### config.mk
export PLATFORM = sky130hd
export DESIGN_NAME = wd_twostage
export DESIGN_NICKNAME = d
export VERILOG_FILES = /design/src/rtl/wd_pkg.sv /design/src/rtl/wd_cfg_regs.sv /design/src/rtl/wd_stage_cnt.sv /design/src/rtl/wd_rst_hold.sv /design/src/rtl/wd_twostage.sv
export SDC_FILE = /design/constraint.sdc
export NUM_CORES = 1
export LEC_CHECK = 0
export BUFFER_PORTS_ARGS = -buffer_cell sky130_fd_sc_hd__buf_2
export CAP_MARGIN = 20
export CORE_MARGIN = 1.5
export CORE_UTILIZATION = 55
export CTS_CLUSTER_DIAMETER = 50
export CTS_CLUSTER_SIZE = 8
export DETAILED_ROUTE_END_ITERATION = 12
export GPL_TIMING_DRIVEN = 0
export PLACE_DENSITY = 0.77
export SLEW_MARGIN = 25
export SYNTH_ARGS = -nofsm -noshare
export SYNTH_HDL_FRONTEND = slang
export SYNTH_SLANG_ARGS = --single-unit
### constraint.sdc
create_clock -name clk -period 2.23 [get_ports clk]
set_input_delay 0.669 -clock clk [delete_from_list [all_inputs] [get_ports clk]]
set_output_delay 0.669 -clock clk [all_outputs]
set_load 0.005 [all_outputs]
### src/rtl/wd_pkg.sv
package wd_pkg;
  typedef enum logic [1:0] {
    WD_LOAD = 2'd0,
    WD_CTRL = 2'd1,
    WD_KICK = 2'd2,
    WD_LOCK = 2'd3
  } wd_addr_e;

  typedef struct packed {
    logic rst_en;
    logic irq_en;
    logic run;
  } wd_ctrl_t;

  localparam int CTRL_W = $bits(wd_ctrl_t);
endpackage

### src/rtl/wd_cfg_regs.sv
module wd_cfg_regs
  import wd_pkg::*;
#(
  parameter int CNT_W      = 16,
  parameter int DATA_W     = 32,
  parameter logic [CNT_W-1:0] LOAD_RST = '1,
  parameter logic [DATA_W-1:0] UNLOCK_KEY = 32'hC0DE_5A5A
) (
  input  logic              clk,
  input  logic              rst,
  input  logic              wr_en,
  input  logic [1:0]        addr,
  input  logic [DATA_W-1:0] wdata,
  output logic [CNT_W-1:0]  load_q,
  output wd_ctrl_t          ctrl_q,
  output logic              locked_q,
  output logic              load_wr,
  output logic              kick
);
  logic open_wr;

  assign open_wr = wr_en && !locked_q;
  assign load_wr = open_wr && (addr == WD_LOAD);
  assign kick    = wr_en && (addr == WD_KICK);

  always_ff @(posedge clk) begin
    if (rst) begin
      load_q   <= LOAD_RST;
      ctrl_q   <= '0;
      locked_q <= 1'b0;
    end else begin
      if (load_wr)
        load_q <= wdata[CNT_W-1:0];
      if (open_wr && addr == WD_CTRL)
        ctrl_q <= wd_ctrl_t'(wdata[CTRL_W-1:0]);
      if (wr_en && addr == WD_LOCK)
        locked_q <= (wdata != UNLOCK_KEY);
    end
  end
endmodule

### src/rtl/wd_stage_cnt.sv
module wd_stage_cnt #(
  parameter int CNT_W = 16,
  parameter logic [CNT_W-1:0] LOAD_RST = '1
) (
  input  logic             clk,
  input  logic             rst,
  input  logic             run,
  input  logic             rst_en,
  input  logic [CNT_W-1:0] load_q,
  input  logic             load_wr,
  input  logic [CNT_W-1:0] load_new,
  input  logic             kick,
  output logic [CNT_W-1:0] count,
  output logic             pend,
  output logic             bite
);
  logic expire;

  assign expire = run && (count == '0);

  always_ff @(posedge clk) begin
    if (rst) begin
      count <= LOAD_RST;
      pend  <= 1'b0;
      bite  <= 1'b0;
    end else begin
      bite <= 1'b0;
      if (kick) begin
        pend  <= 1'b0;
        count <= load_q;
      end else if (load_wr) begin
        count <= load_new;
      end else if (expire) begin
        count <= load_q;
        if (!pend)
          pend <= 1'b1;
        else if (rst_en)
          bite <= 1'b1;
      end else if (run) begin
        count <= count - 1'b1;
      end
    end
  end
endmodule

### src/rtl/wd_rst_hold.sv
module wd_rst_hold #(
  parameter int HOLD = 16
) (
  input  logic clk,
  input  logic rst,
  input  logic bite,
  output logic rst_o
);
  localparam int HW = (HOLD > 1) ? $clog2(HOLD) : 1;
  localparam logic [HW-1:0] LAST = HW'(HOLD - 1);

  logic [HW-1:0] left;

  always_ff @(posedge clk) begin
    if (rst) begin
      rst_o <= 1'b0;
      left  <= '0;
    end else if (!rst_o) begin
      if (bite) begin
        rst_o <= 1'b1;
        left  <= LAST;
      end
    end else if (left != '0) begin
      left <= left - 1'b1;
    end else begin
      rst_o <= 1'b0;
    end
  end
endmodule

### src/rtl/wd_twostage.sv
module wd_twostage
  import wd_pkg::*;
#(
  parameter int CNT_W    = 16,
  parameter int DATA_W   = 32,
  parameter int RST_HOLD = 16,
  parameter logic [CNT_W-1:0]  LOAD_RST   = '1,
  parameter logic [DATA_W-1:0] UNLOCK_KEY = 32'hC0DE_5A5A
) (
  input  logic              clk,
  input  logic              rst,
  input  logic              wr_en,
  input  logic              rd_en,
  input  logic [1:0]        addr,
  input  logic [DATA_W-1:0] wdata,
  output logic [DATA_W-1:0] rdata,
  output logic              irq_o,
  output logic              rst_o
);
  logic [CNT_W-1:0] load_q;
  wd_ctrl_t         ctrl_q;
  logic             locked;
  logic             load_wr;
  logic             kick;
  logic [CNT_W-1:0] count;
  logic             irq_pend;
  logic             bite;

  wd_cfg_regs #(
    .CNT_W(CNT_W), .DATA_W(DATA_W), .LOAD_RST(LOAD_RST), .UNLOCK_KEY(UNLOCK_KEY)
  ) u_regs (
    .clk(clk), .rst(rst), .wr_en(wr_en), .addr(addr), .wdata(wdata),
    .load_q(load_q), .ctrl_q(ctrl_q), .locked_q(locked),
    .load_wr(load_wr), .kick(kick)
  );

  wd_stage_cnt #(.CNT_W(CNT_W), .LOAD_RST(LOAD_RST)) u_cnt (
    .clk(clk), .rst(rst), .run(ctrl_q.run), .rst_en(ctrl_q.rst_en),
    .load_q(load_q), .load_wr(load_wr), .load_new(wdata[CNT_W-1:0]),
    .kick(kick), .count(count), .pend(irq_pend), .bite(bite)
  );

  wd_rst_hold #(.HOLD(RST_HOLD)) u_hold (
    .clk(clk), .rst(rst), .bite(bite), .rst_o(rst_o)
  );

  assign irq_o = irq_pend && ctrl_q.irq_en;

  always_ff @(posedge clk) begin
    if (rst) begin
      rdata <= '0;
    end else if (rd_en) begin
      rdata <= '0;
      case (addr)
        WD_LOAD: rdata[CNT_W-1:0]  <= load_q;
        WD_CTRL: rdata[CTRL_W-1:0] <= ctrl_q;
        WD_KICK: rdata[CNT_W-1:0]  <= count;
        default: rdata[1:0]        <= {irq_pend, locked};
      endcase
    end
  end
endmodule

==> flow_summary_export.csv, run 1 <==
group,metric,value,unit
min_path,hold_path_startpoint,"u_regs.load_q[13]$_SDFFE_PP1P_",
placement,port_buffers,54,
sta,rsz0062_at_grt,"false",
clock_network,cts_buffers,9,
clock_network,cts_buffer_depth,2,
route,num_vias,3435,
yosys,synthArstFlopShare,0,%
clock_network,clock_latency,350,ps
route,post_drt_wl_per_cell,18.4,um
power_and_ir_drop,p_per_area,610,nW/um^2
global_route,grt_max_degree,11,
yosys,synth.distinct_cells,68,
min_path,whs_path_depth,2,
sta,setup_viol,0,
setup_path,required,2490,ps
power_and_ir_drop,p_seq_share,45.7,%
power_and_ir_drop,swShare,27.5,%
yosys,ys.flop_type,"dfxtp_1",
route,route.detailed.drc,0,
route,drt-initial-drc-count,373,
route,firstDrtPassIters,5,
floorplan,fp.dieH,82.8,um
route,via_per_inst,5.96,
clock_network,cts_tree,"done",
global_route,antenna_found_initial,0,
floorplan,start_util,58.2,%
cells_and_area,utilization,68.6,%
power_and_ir_drop,combPwrFrac,15.2,%
clock_network,clk_pin_slew,70,ps
sta,setup_ws,74.3,ps
setup_path,rr_worst_depth,8,
floorplan,coreArea,6030,um^2
flow_run,drv_cap,0,
yosys,synth_edf_count,0,
setup_path,crit_start,"u_cnt.count[0]$_SDFFE_PP1P_",
yosys,syn_inst,419,
min_path,min_to,"u_regs.load_q[13]$_SDFFE_PP1P_",
floorplan,chipWidth,82.8,um
power_and_ir_drop,p_int,1.83,mW
placement,place_hpwl,7.39,mm
clock_network,h-tree-depth,3,
global_route,grt_pass1_wl,17.2,mm
floorplan,rows,28,
floorplan,io-pin-count,72,
sta,min_period_over_period,96.7,%
sta,min_period,2160,ps
setup_path,endpoint_kind,"register",
cells_and_area,syn2layout_area_growth,18.0,%
route,route.antenna.remaining_nets,0,
yosys,yosys_register_bits,59,
global_route,grt_pass1_vias,3356,
setup_path,worstPathArrival,2420,ps
sta,max_clock_freq,0.464,GHz
global_route,grt_usage,31.4,%
yosys,seq_area_frac_synth,33.7,%
global_route,globalRoute.totalOverflow,0,
cells_and_area,fillers,515,
cells_and_area,final_common_cell,"dfxtp_1",
placement,dp_worst_setup_slack,-166,ps
sta,finalHoldViolCount,0,
yosys,yosysWarnings,0,
power_and_ir_drop,max-vdd-ir-drop,0.613,mV
clock_network,root_buffer,"clkbuf_8",
power_and_ir_drop,clkPwrFrac,39.1,%
cells_and_area,layout_common_cells,"dfxtp_1, buf_2, nor2_1, a21oi_1, nand2_1",
sta,tightest_slew,741,ps
cells_and_area,diodes,0,
clock_network,clock-sinks,59,
yosys,synth_area,3510,um^2
setup_path,r2r-start,"u_cnt.count[0]$_SDFFE_PP1P_",
setup_path,r2r_end,"u_cnt.count[2]$_SDFFE_PP1P_",
sta,skew,11.6,ps
setup_path,r2r_setup_slack,70,ps
min_path,hold_class,"register to register",
route,totalWireLength,10.6,mm
run_status,outcome,"complete, no violations",
sta,max_slew_margin,50.6,%
setup_path,cp_max_fo,10,
placement,gp_congestion,0.978,
cells_and_area,drive_gt1_share,24.8,%
setup_path,start_kind,"register",
cells_and_area,fin_nets,540,
power_and_ir_drop,switching_power,0.693,mW
sta,finalMaxSlewViolations,0,
yosys,avgSynthCellArea,8.37,um^2
floorplan,die_area,6860,um^2
power_and_ir_drop,power_leakage,1.77,nW
setup_path,crit_type,"register to register",
==> cell families after synthesis <==
| kind of cell | synth area share [%] |
|---|---|
| compound gates | 19.3 |
| mux | 7.14 |
| flops | 33.7 |
| xor+xnor | 0.999 |
| buf+inv | 8.64 |
| other cells | 0.107 |
| simple gates | 29.1 |
| fa+ha+maj | 1.07 |
==> worst max-delay path: stages, from the launching register on <==
cell and delay [ps]:
dfxtp_1 380, inv_1 120, ha_2 240, nor4b_4 350
nand4_4 260, o21ai_2 230, buf_6 180, a221oi_1 110
nor3_1 200
==> repair_timing <==
| action | CTS | global route |
|---|---|---|
| gates resized for setup | 0 | 3 |
| hold buffers | 0 | 0 |
| hold endpoints to repair | 0 | 0 |
| setup endpoints to repair | 0 | 9 |
| setup buffers | 0 | 1 |
==> how the worst max path moves through the flow <==
stage | to | slack, ps | cells past startpoint
after floorplan | u_cnt.count[10]$_SDFFE_PP1P_ | 140 | 7
after global placement | u_cnt.count[6]$_SDFFE_PP1P_ | -160 | 7
after detailed placement | u_cnt.count[6]$_SDFFE_PP1P_ | -170 | 7
after CTS | u_cnt.count[2]$_SDFFE_PP1P_ | 10 | 8
after global routing | u_cnt.count[10]$_SDFFE_PP1P_ | 10 | 8
final | u_cnt.count[2]$_SDFFE_PP1P_ | 70 | 8
==> synthesized netlist by cell type (all sizes together), types with 3 or more instances <==
master,instances,area (um^2)
nand3,9,45.0
mux2i,7,70.1
nand3b,10,75.1
dfxtp,59,1180
and2,4,25.0
nor3,10,61.3
a21oi,37,185
nor2b,18,113
a31oi,4,25.0
a311oi,3,26.3
a21o,4,30.0
o21bai,6,45.0
and3,3,23.8
o21ai,14,73.8
nand2,34,128
nand4,8,62.6
a211oi,6,45.0
a221oi,3,26.3
inv,9,33.8
nand2b,7,46.3
ha,3,37.5
nor4,6,67.6
clkbuf,15,57.6
nand4b,5,43.8
nor4b,4,65.1
o21a,4,30.0
nor2,49,186
buf,28,211
mux2,12,135
==> routing by layer <==
metal  global-route usage, %  share of wire, %
met1                    42.5                44
met2                    47.5                45
met5                       0                 0
met4                    13.5               2.4
met3                    8.15               8.7
==> stage by stage <==
step           TNS, ps  total power [mW]  hold slack [ps]  std cells  area (um^2)
6_report             0              2.52              458        576         4140
5_1_grt              0              2.60              503        576         4140
4_1_cts              0              2.51              456        576         4120
3_5_place_dp      -672              1.55              446        563         3930
3_3_place_gp      -595              1.54              445        563         3930
2_1_floorplan        0              1.41              429        434         3560
==> state kept, by name, indices dropped and copies added (netlist names) <==
| signal | count |
|---|---|
| rdata | 16 |
| u_cnt.bite | 1 |
| u_cnt.count | 16 |
| u_cnt.pend | 1 |
| u_hold.left | 4 |
| u_hold.rst_o | 1 |
| u_regs.ctrl_q | 3 |
| u_regs.load_q | 16 |
| u_regs.locked_q | 1 |
==> final cells by class <==
type	count	area (um^2)	area share, %
inverter	9	33.8	0.817
clock inverter	2	37.5	0.907
timing repair buffer	55	278	6.72
buffer	42	265	6.41
sequential	59	1180	28.6
tap	75	93.8	2.27
multi-input combinational	323	2100	50.7
clock buffer	11	151	3.66
==> power groups by stage <==
stage | clock network (mW) | logic, mW | registers (mW)
floorplan | 0 | 0.243 | 1.17
global placement | 0 | 0.366 | 1.17
detailed placement | 0 | 0.372 | 1.17
CTS | 0.982 | 0.375 | 1.15
global route | 1.02 | 0.418 | 1.16
finish | 0.987 | 0.383 | 1.15
No activity file was read; power rests on OpenSTA's default activity.
==> inputs of run 2 (changes only) <==
--- a/config.mk
+++ b/config.mk
@@ -9,11 +9,14 @@
 export CAP_MARGIN = 20
 export CORE_MARGIN = 1.5
 export CORE_UTILIZATION = 55
+export CTS_BUF_LIST = sky130_fd_sc_hd__clkbuf_16
 export CTS_CLUSTER_DIAMETER = 50
 export CTS_CLUSTER_SIZE = 8
 export DETAILED_ROUTE_END_ITERATION = 12
 export GPL_TIMING_DRIVEN = 0
 export PLACE_DENSITY = 0.77
+export REMOVE_ABC_BUFFERS = 1
+export SETUP_SLACK_MARGIN = 0.15
 export SLEW_MARGIN = 25
 export SYNTH_ARGS = -nofsm -noshare
 export SYNTH_HDL_FRONTEND = slang
==> run 2 against run 1 <==
Effect of this change:
- clock power is 31% higher
- die area stayed put
- clock-buffer cell count is 2 lower
- first-iteration DRC count is 40% lower
- utilization is 0.29 points lower
- maximum frequency is 3.7% higher
- critical path depth is 3 lower
- power is 11% higher
- design area is 0.42% lower
==> flow_summary_export.csv, run 2 (synthesis results as in run 1) <==
group,metric,value,unit
clock_network,cts_buffers,9,
power_and_ir_drop,swShare,25.0,%
sta,min_period_over_period,93.3,%
cells_and_area,final_common_cell,"dfxtp_1",
route,firstDrtPassIters,7,
power_and_ir_drop,p_per_area,678,nW/um^2
run_status,outcome,"complete, no violations",
power_and_ir_drop,clkPwrFrac,46.1,%
setup_path,cp_cell_sequence,"nor4b_1 -> and4_4 -> a211oi_1 -> a2111oi_1 -> nor3_1",
clock_network,clock_latency,330,ps
sta,tightest_slew,726,ps
floorplan,chipWidth,82.8,um
placement,placed_cells,522,
placement,port_buffers,55,
cells_and_area,layout_common_cells,"dfxtp_1, buf_2, nor2_1, a21oi_1, nand2_1",
sta,rsz0062_at_grt,"true",
global_route,globalRoute.totalOverflow,0,
placement,place_hpwl,6.05,mm
global_route,grt_pass1_wl,15.7,mm
floorplan,start_util,58.2,%
sta,setup_viol,0,
setup_path,r2r_end,"u_cnt.count[10]$_SDFFE_PP1P_",
power_and_ir_drop,combPwrFrac,12.1,%
floorplan,fp.dieH,82.8,um
sta,fin_hold_ws,465,ps
route,route.antenna.remaining_nets,0,
floorplan,rows,28,
placement,dp_worst_setup_slack,-644,ps
setup_path,rr_worst_depth,5,
clock_network,cts_buffer_depth,2,
sta,tns,0,ps
global_route,antenna_found_initial,0,
power_and_ir_drop,switching_power,0.699,mW
clock_network,root_buffer,"clkbuf_16",
sta,max_slew_margin,51.4,%
min_path,hold_path_startpoint,"u_regs.load_q[13]$_SDFFE_PP1P_",
setup_path,cp_max_fo,12,
clock_network,cts_tree,"done",
global_route,grt_usage,27.8,%
cells_and_area,syn2layout_area_growth,17.5,%
route,top_layer_used,"met4",
route,dr_wl_met2,4.49,mm
route,route.detailed.drc,0,
route,drt-initial-drc-count,224,
clock_network,cts_hold_buf,0,
global_route,grt_max_degree,61,
cells_and_area,diodes,0,
route,met3_length,789,um
power_and_ir_drop,power_leakage,1.74,nW
route,post_drt_wl_per_cell,17.2,um
cells_and_area,reg.largest.list,"rdata (16), u_cnt.count (16), u_regs.load_q (16)",
route,num_vias,3362,
sta,finalMaxSlewViolations,0,
sta,max_clock_freq,0.481,GHz
floorplan,io-pin-count,72,
sta,min_period,2080,ps
clock_network,clk_pin_slew,50,ps
power_and_ir_drop,p_seq_share,41.8,%
cells_and_area,utilization,68.4,%
floorplan,die_area,6860,um^2
cells_and_area,drive_gt1_share,24.7,%
power_and_ir_drop,max-vdd-ir-drop,0.530,mV
setup_path,required,2430,ps
setup_path,crit_type,"register to register",
setup_path,r2r-start,"u_regs.ctrl_q[0]$_SDFFE_PP0P_",
clock_network,h-tree-depth,3,
power_and_ir_drop,p_int,2.09,mW
flow_run,drv_cap,0,
floorplan,coreArea,6030,um^2
setup_path,slowest_delay,630,ps
sta,finalHoldViolCount,0,
global_route,grt_pass1_vias,3265,
route,totalWireLength,9.53,mm
setup_path,endpoint_kind,"register",
setup_path,start_kind,"register",
route,m1WireLength,4.01,mm
cells_and_area,fin_nets,516,
setup_path,worstPathArrival,2280,ps
sta,setup_ws,150,ps
route,via_per_inst,6.08,
min_path,hold_class,"register to register",
clock_network,clock-sinks,59,
sta,skew,5.32,ps
setup_path,slowest_stage,"dfxtp_1",
placement,gp_congestion,0.891,
min_path,whs_path_depth,2,
min_path,min_to,"u_regs.load_q[13]$_SDFFE_PP1P_",
cells_and_area,instances_no_fill,553,
setup_path,r2r_setup_slack,150,ps
-- run 2: critical path, delay by kind of cell (launching register included) --
| family | cells | cell delay [ps] |
|---|---|---|
| compound gates | 2 | 420 |
| simple gates | 3 | 900 |
| flops | 1 | 630 |
-- run 2: worst max path at each step --
stage / slack, ps / startpoint / end / depth (start not counted)
after floorplan: -50 / addr[1] / u_cnt.count[10]$_SDFFE_PP1P_ / 4
after global placement: -1010 / addr[1] / u_cnt.count[10]$_SDFFE_PP1P_ / 5
after detailed placement: -640 / addr[1] / u_cnt.count[6]$_SDFFE_PP1P_ / 7
after CTS: 150 / addr[1] / u_cnt.count[2]$_SDFFE_PP1P_ / 6
after global routing: 80 / u_regs.ctrl_q[0]$_SDFFE_PP0P_ / u_cnt.count[10]$_SDFFE_PP1P_ / 5
final: 150 / u_regs.ctrl_q[0]$_SDFFE_PP0P_ / u_cnt.count[10]$_SDFFE_PP1P_ / 5
-- run 2: final cells by class --
cell class	instances	area, um^2
flip-flops and latches	59	1180
clock inverters	5	46.3
multi-input cells	324	2130
clock buffers	9	225
repair buffers	72	412
well taps	75	93.8
fillers	516	1910
inverters	9	33.8
-- run 2: timing repair --
action,in CTS,in global routing
hold endpoints to repair,0,0
gates resized for setup,6,6
cloned,1,0
setup buffers,5,11
pin swaps,3,5
setup endpoints to repair,14,11
-- run 2: layer usage --
metal / vias to the layer above / GRT usage, %
met5: - / 0
met4: 0 / 13.5
met3: 23 / 5.96
met2: 154 / 43.8
met1: 1587 / 36.3
li1: 1598 / -
-- run 2: power groups by stage --
stage | Combinational (mW) | Clock, mW | Sequential (mW)
floorplan | 0.179 | 0 | 1.17
global placement | 0.303 | 0 | 1.18
detailed placement | 0.312 | 0 | 1.18
CTS | 0.324 | 1.30 | 1.17
global route | 0.369 | 1.35 | 1.17
finish | 0.337 | 1.29 | 1.17
-- run 2: per-stage QoR --
step / total power [mW] / area, um^2
final: 2.79 / 4120
after global routing: 2.89 / 4120
after CTS: 2.78 / 4020
after detailed placement: 1.50 / 3670
after global placement: 1.48 / 3660
after floorplan: 1.35 / 3290
==> inputs of run 3 (changes only) <==
--- a/config.mk
+++ b/config.mk
@@ -5,6 +5,7 @@
 export SDC_FILE = /design/constraint.sdc
 export NUM_CORES = 1
 export LEC_CHECK = 0
+export ABC_AREA = 1
 export BUFFER_PORTS_ARGS = -buffer_cell sky130_fd_sc_hd__buf_2
 export CAP_MARGIN = 20
 export CORE_MARGIN = 1.5
==> run 3 against run 2 <==
Effect of this change:
- clock power increased by 12%
- flip-flop and latch count unchanged
- maximum frequency increased by 6.3%
- first-iteration DRC count increased by 14%
- worst hold slack improved by 3.4 ps
- cell count increased by 17%
- non-clock buffer count decreased by 16
- routed wire length decreased by 10%
- worst setup slack improved by 120 ps
- utilization decreased by 1.4 points
- largest power group unchanged
==> flow_summary_export.csv, run 3 <==
group,metric,value,unit
placement,postPlaceCellArea,3620,um^2
setup_path,endpoint_kind,"register",
placement,placed_cells,629,
yosys,synth_area,3390,um^2
sta,tns,0,ps
cells_and_area,finalInstanceArea,3960,um^2
clock_network,h-tree-depth,3,
setup_path,start_kind,"input port",
sta,rsz0062_at_grt,"false",
route,firstDrtPassIters,5,
sta,max_clock_freq,0.511,GHz
clock_network,cts_buffer_depth,2,
global_route,antenna_found_initial,0,
yosys,seq_area_frac_synth,34.8,%
sta,min_period_over_period,87.7,%
floorplan,coreArea,5920,um^2
yosys,yosysWarnings,0,
placement,dp_worst_setup_slack,-379,ps
yosys,synth.distinct_cells,39,
power_and_ir_drop,power_leakage,2.19,nW
setup_path,slowest_stage,"inv_8",
floorplan,rows,28,
power_and_ir_drop,p_per_area,772,nW/um^2
sta,fin_hold_ws,469,ps
flow_run,drv_cap,0,
cells_and_area,fillers,548,
route,drt-initial-drc-count,255,
route,via_per_inst,5.20,
sta,setup_ws,273,ps
yosys,yosysTopAreaCellShare,34.8,%
sta,setup_viol,0,
setup_path,cp_cell_sequence,"buf_2 -> inv_1 -> nand2_4 -> inv_2 -> nand2_4 -> inv_8 -> nor3_4 -> inv_4 -> o21ai_0 -> o21bai_1",
route,totalWireLength,8.54,mm
floorplan,fp.dieH,81.5,um
placement,port_buffers,55,
yosys,synth_area_leader_cell,"dfxtp_1",
cells_and_area,syn2layout_area_growth,16.9,%
sta,tightest_slew,714,ps
floorplan,io-pin-count,72,
sta,finalHoldViolCount,0,
placement,gp_congestion,0.890,
clock_network,clock_latency,330,ps
setup_path,critPathTopFamily,"buffers and inverters",
clock_network,cts_tree,"done",
clock_network,clk_pin_slew,50,ps
sta,skew,3.46,ps
setup_path,crit_path_frequent_cell,"nand2_4",
yosys,yosys_register_bits,59,
floorplan,die_area,6640,um^2
yosys,syn_inst,516,
cells_and_area,utilization,66.9,%
cells_and_area,reg.largest.list,"rdata (16), u_cnt.count (16), u_regs.load_q (16)",
route,route.detailed.drc,0,
placement,place_hpwl,5.72,mm
power_and_ir_drop,finalPower,3.06,mW
yosys,yosysMostFrequentCell,"nand2_1",
min_path,hold_class,"register to register",
setup_path,crit_buf_inv,5,
setup_path,slowest_delay,210,ps
setup_path,cp_max_fo,27,
sta,finalMaxSlewViolations,0,
yosys,ys.flop_type,"dfxtp_1",
cells_and_area,drive_gt1_share,15.4,%
route,num_vias,3359,
yosys,synthTopCellsByArea,"dfxtp_1, nand2_1, inv_1",
yosys,avgSynthCellArea,6.57,um^2
setup_path,required,2440,ps
yosys,synth_common_cells,"nand2_1, inv_1, dfxtp_1",
sta,max_slew_margin,52.4,%
yosys,synth_edf_count,0,
sta,min_period,1960,ps
route,route.antenna.remaining_nets,0,
cells_and_area,fin_nets,607,
route,post_drt_wl_per_cell,13.2,um
global_route,grt_pass1_vias,2883,
global_route,grt_usage,27.3,%
cells_and_area,instances_no_fill,646,
setup_path,crit_type,"input port to register",
power_and_ir_drop,max-vdd-ir-drop,0.628,mV
setup_path,worstPathArrival,2160,ps
floorplan,start_util,57.2,%
yosys,synthArstFlopShare,0,%
global_route,grt_pass1_wl,13.7,mm
global_route,globalRoute.totalOverflow,0,
floorplan,chipWidth,81.5,um
clock_network,clock-sinks,59,
run_status,outcome,"complete, no violations",
clock_network,root_buffer,"clkbuf_16",
cells_and_area,final_common_cell,"nand2_1",
clock_network,cts_buffers,9,
cells_and_area,layout_common_cells,"nand2_1, inv_1, dfxtp_1, buf_2, nor2_1",
global_route,grt_max_degree,55,
cells_and_area,diodes,0,
## run 3: worst reg2reg max path, stage by stage (launching register included)
cell,delay (ps)
dfxtp_1,310
inv_1,150
ha_1,270
nand3_2,170
nor2_4,270
nand3_1,210
nand2_2,250
nand2_1,90
nand2_1,80
nand2_1,50
nand2_1,60
## run 3: worst paths after layout
kind / start / endpoint / slack (ps) / cells past startpoint
max reg2reg: u_cnt.count[0]$_SDFFE_PP1P_ / u_cnt.count[5]$_SDFFE_PP1P_ / 300 / 10
min: u_regs.ctrl_q[2]$_SDFFE_PP0P_ / u_cnt.bite$_SDFF_PP0_ / 470 / 2
max: addr[1] / u_cnt.count[9]$_SDFFE_PP1P_ / 270 / 10
min reg2reg: u_regs.ctrl_q[2]$_SDFFE_PP0P_ / u_cnt.bite$_SDFF_PP0_ / 470 / 2
## run 3: cell families (layout without fill, tap and decap cells)
kind of cell	count (synthesis)	in the layout	synth area share, %
other	1	16	0.111
buffers and inverters	119	159	15.4
XOR/XNOR	11	11	2.84
AO/OA/AOI/OAI	93	93	17.0
AND/OR/NAND/NOR	230	230	28.7
flip-flops	59	59	34.8
adder cells (fa/ha/maj)	3	3	1.11
## run 3: cell type report
type | count | area (um^2) | area share, %
Clock buffer | 9 | 225 | 5.68
Clock inverter | 7 | 83.8 | 2.12
Inverter | 87 | 338 | 8.53
Multi-Input combinational cell | 353 | 1760 | 44.4
Sequential cell | 59 | 1180 | 29.8
Tap cell | 75 | 93.8 | 2.37
Timing Repair Buffer | 56 | 283 | 7.14
## run 3: per-layer routing
metal	track usage, %	wire (um)	vias up
met3	4.44	525	18
met2	45.2	4040	118
met4	11.2	180	0
met5	0	0	-
met1	35.1	3790	1500
li1	-	-	1723
## run 3: report_power, final
part / switching, mW / total (mW) / internal [mW]
sequential: 0.0511 / 1.18 / 1.13
clock: 0.480 / 1.44 / 0.963
combinational: 0.274 / 0.435 / 0.162
## run 3: timing repair
action / CTS / global route
endpoints found under the setup margin: 15 / 16
resized for setup: 4 / 2
pin swaps: 2 / 1
setup buffers: 1 / 0
hold buffers: 0 / 0
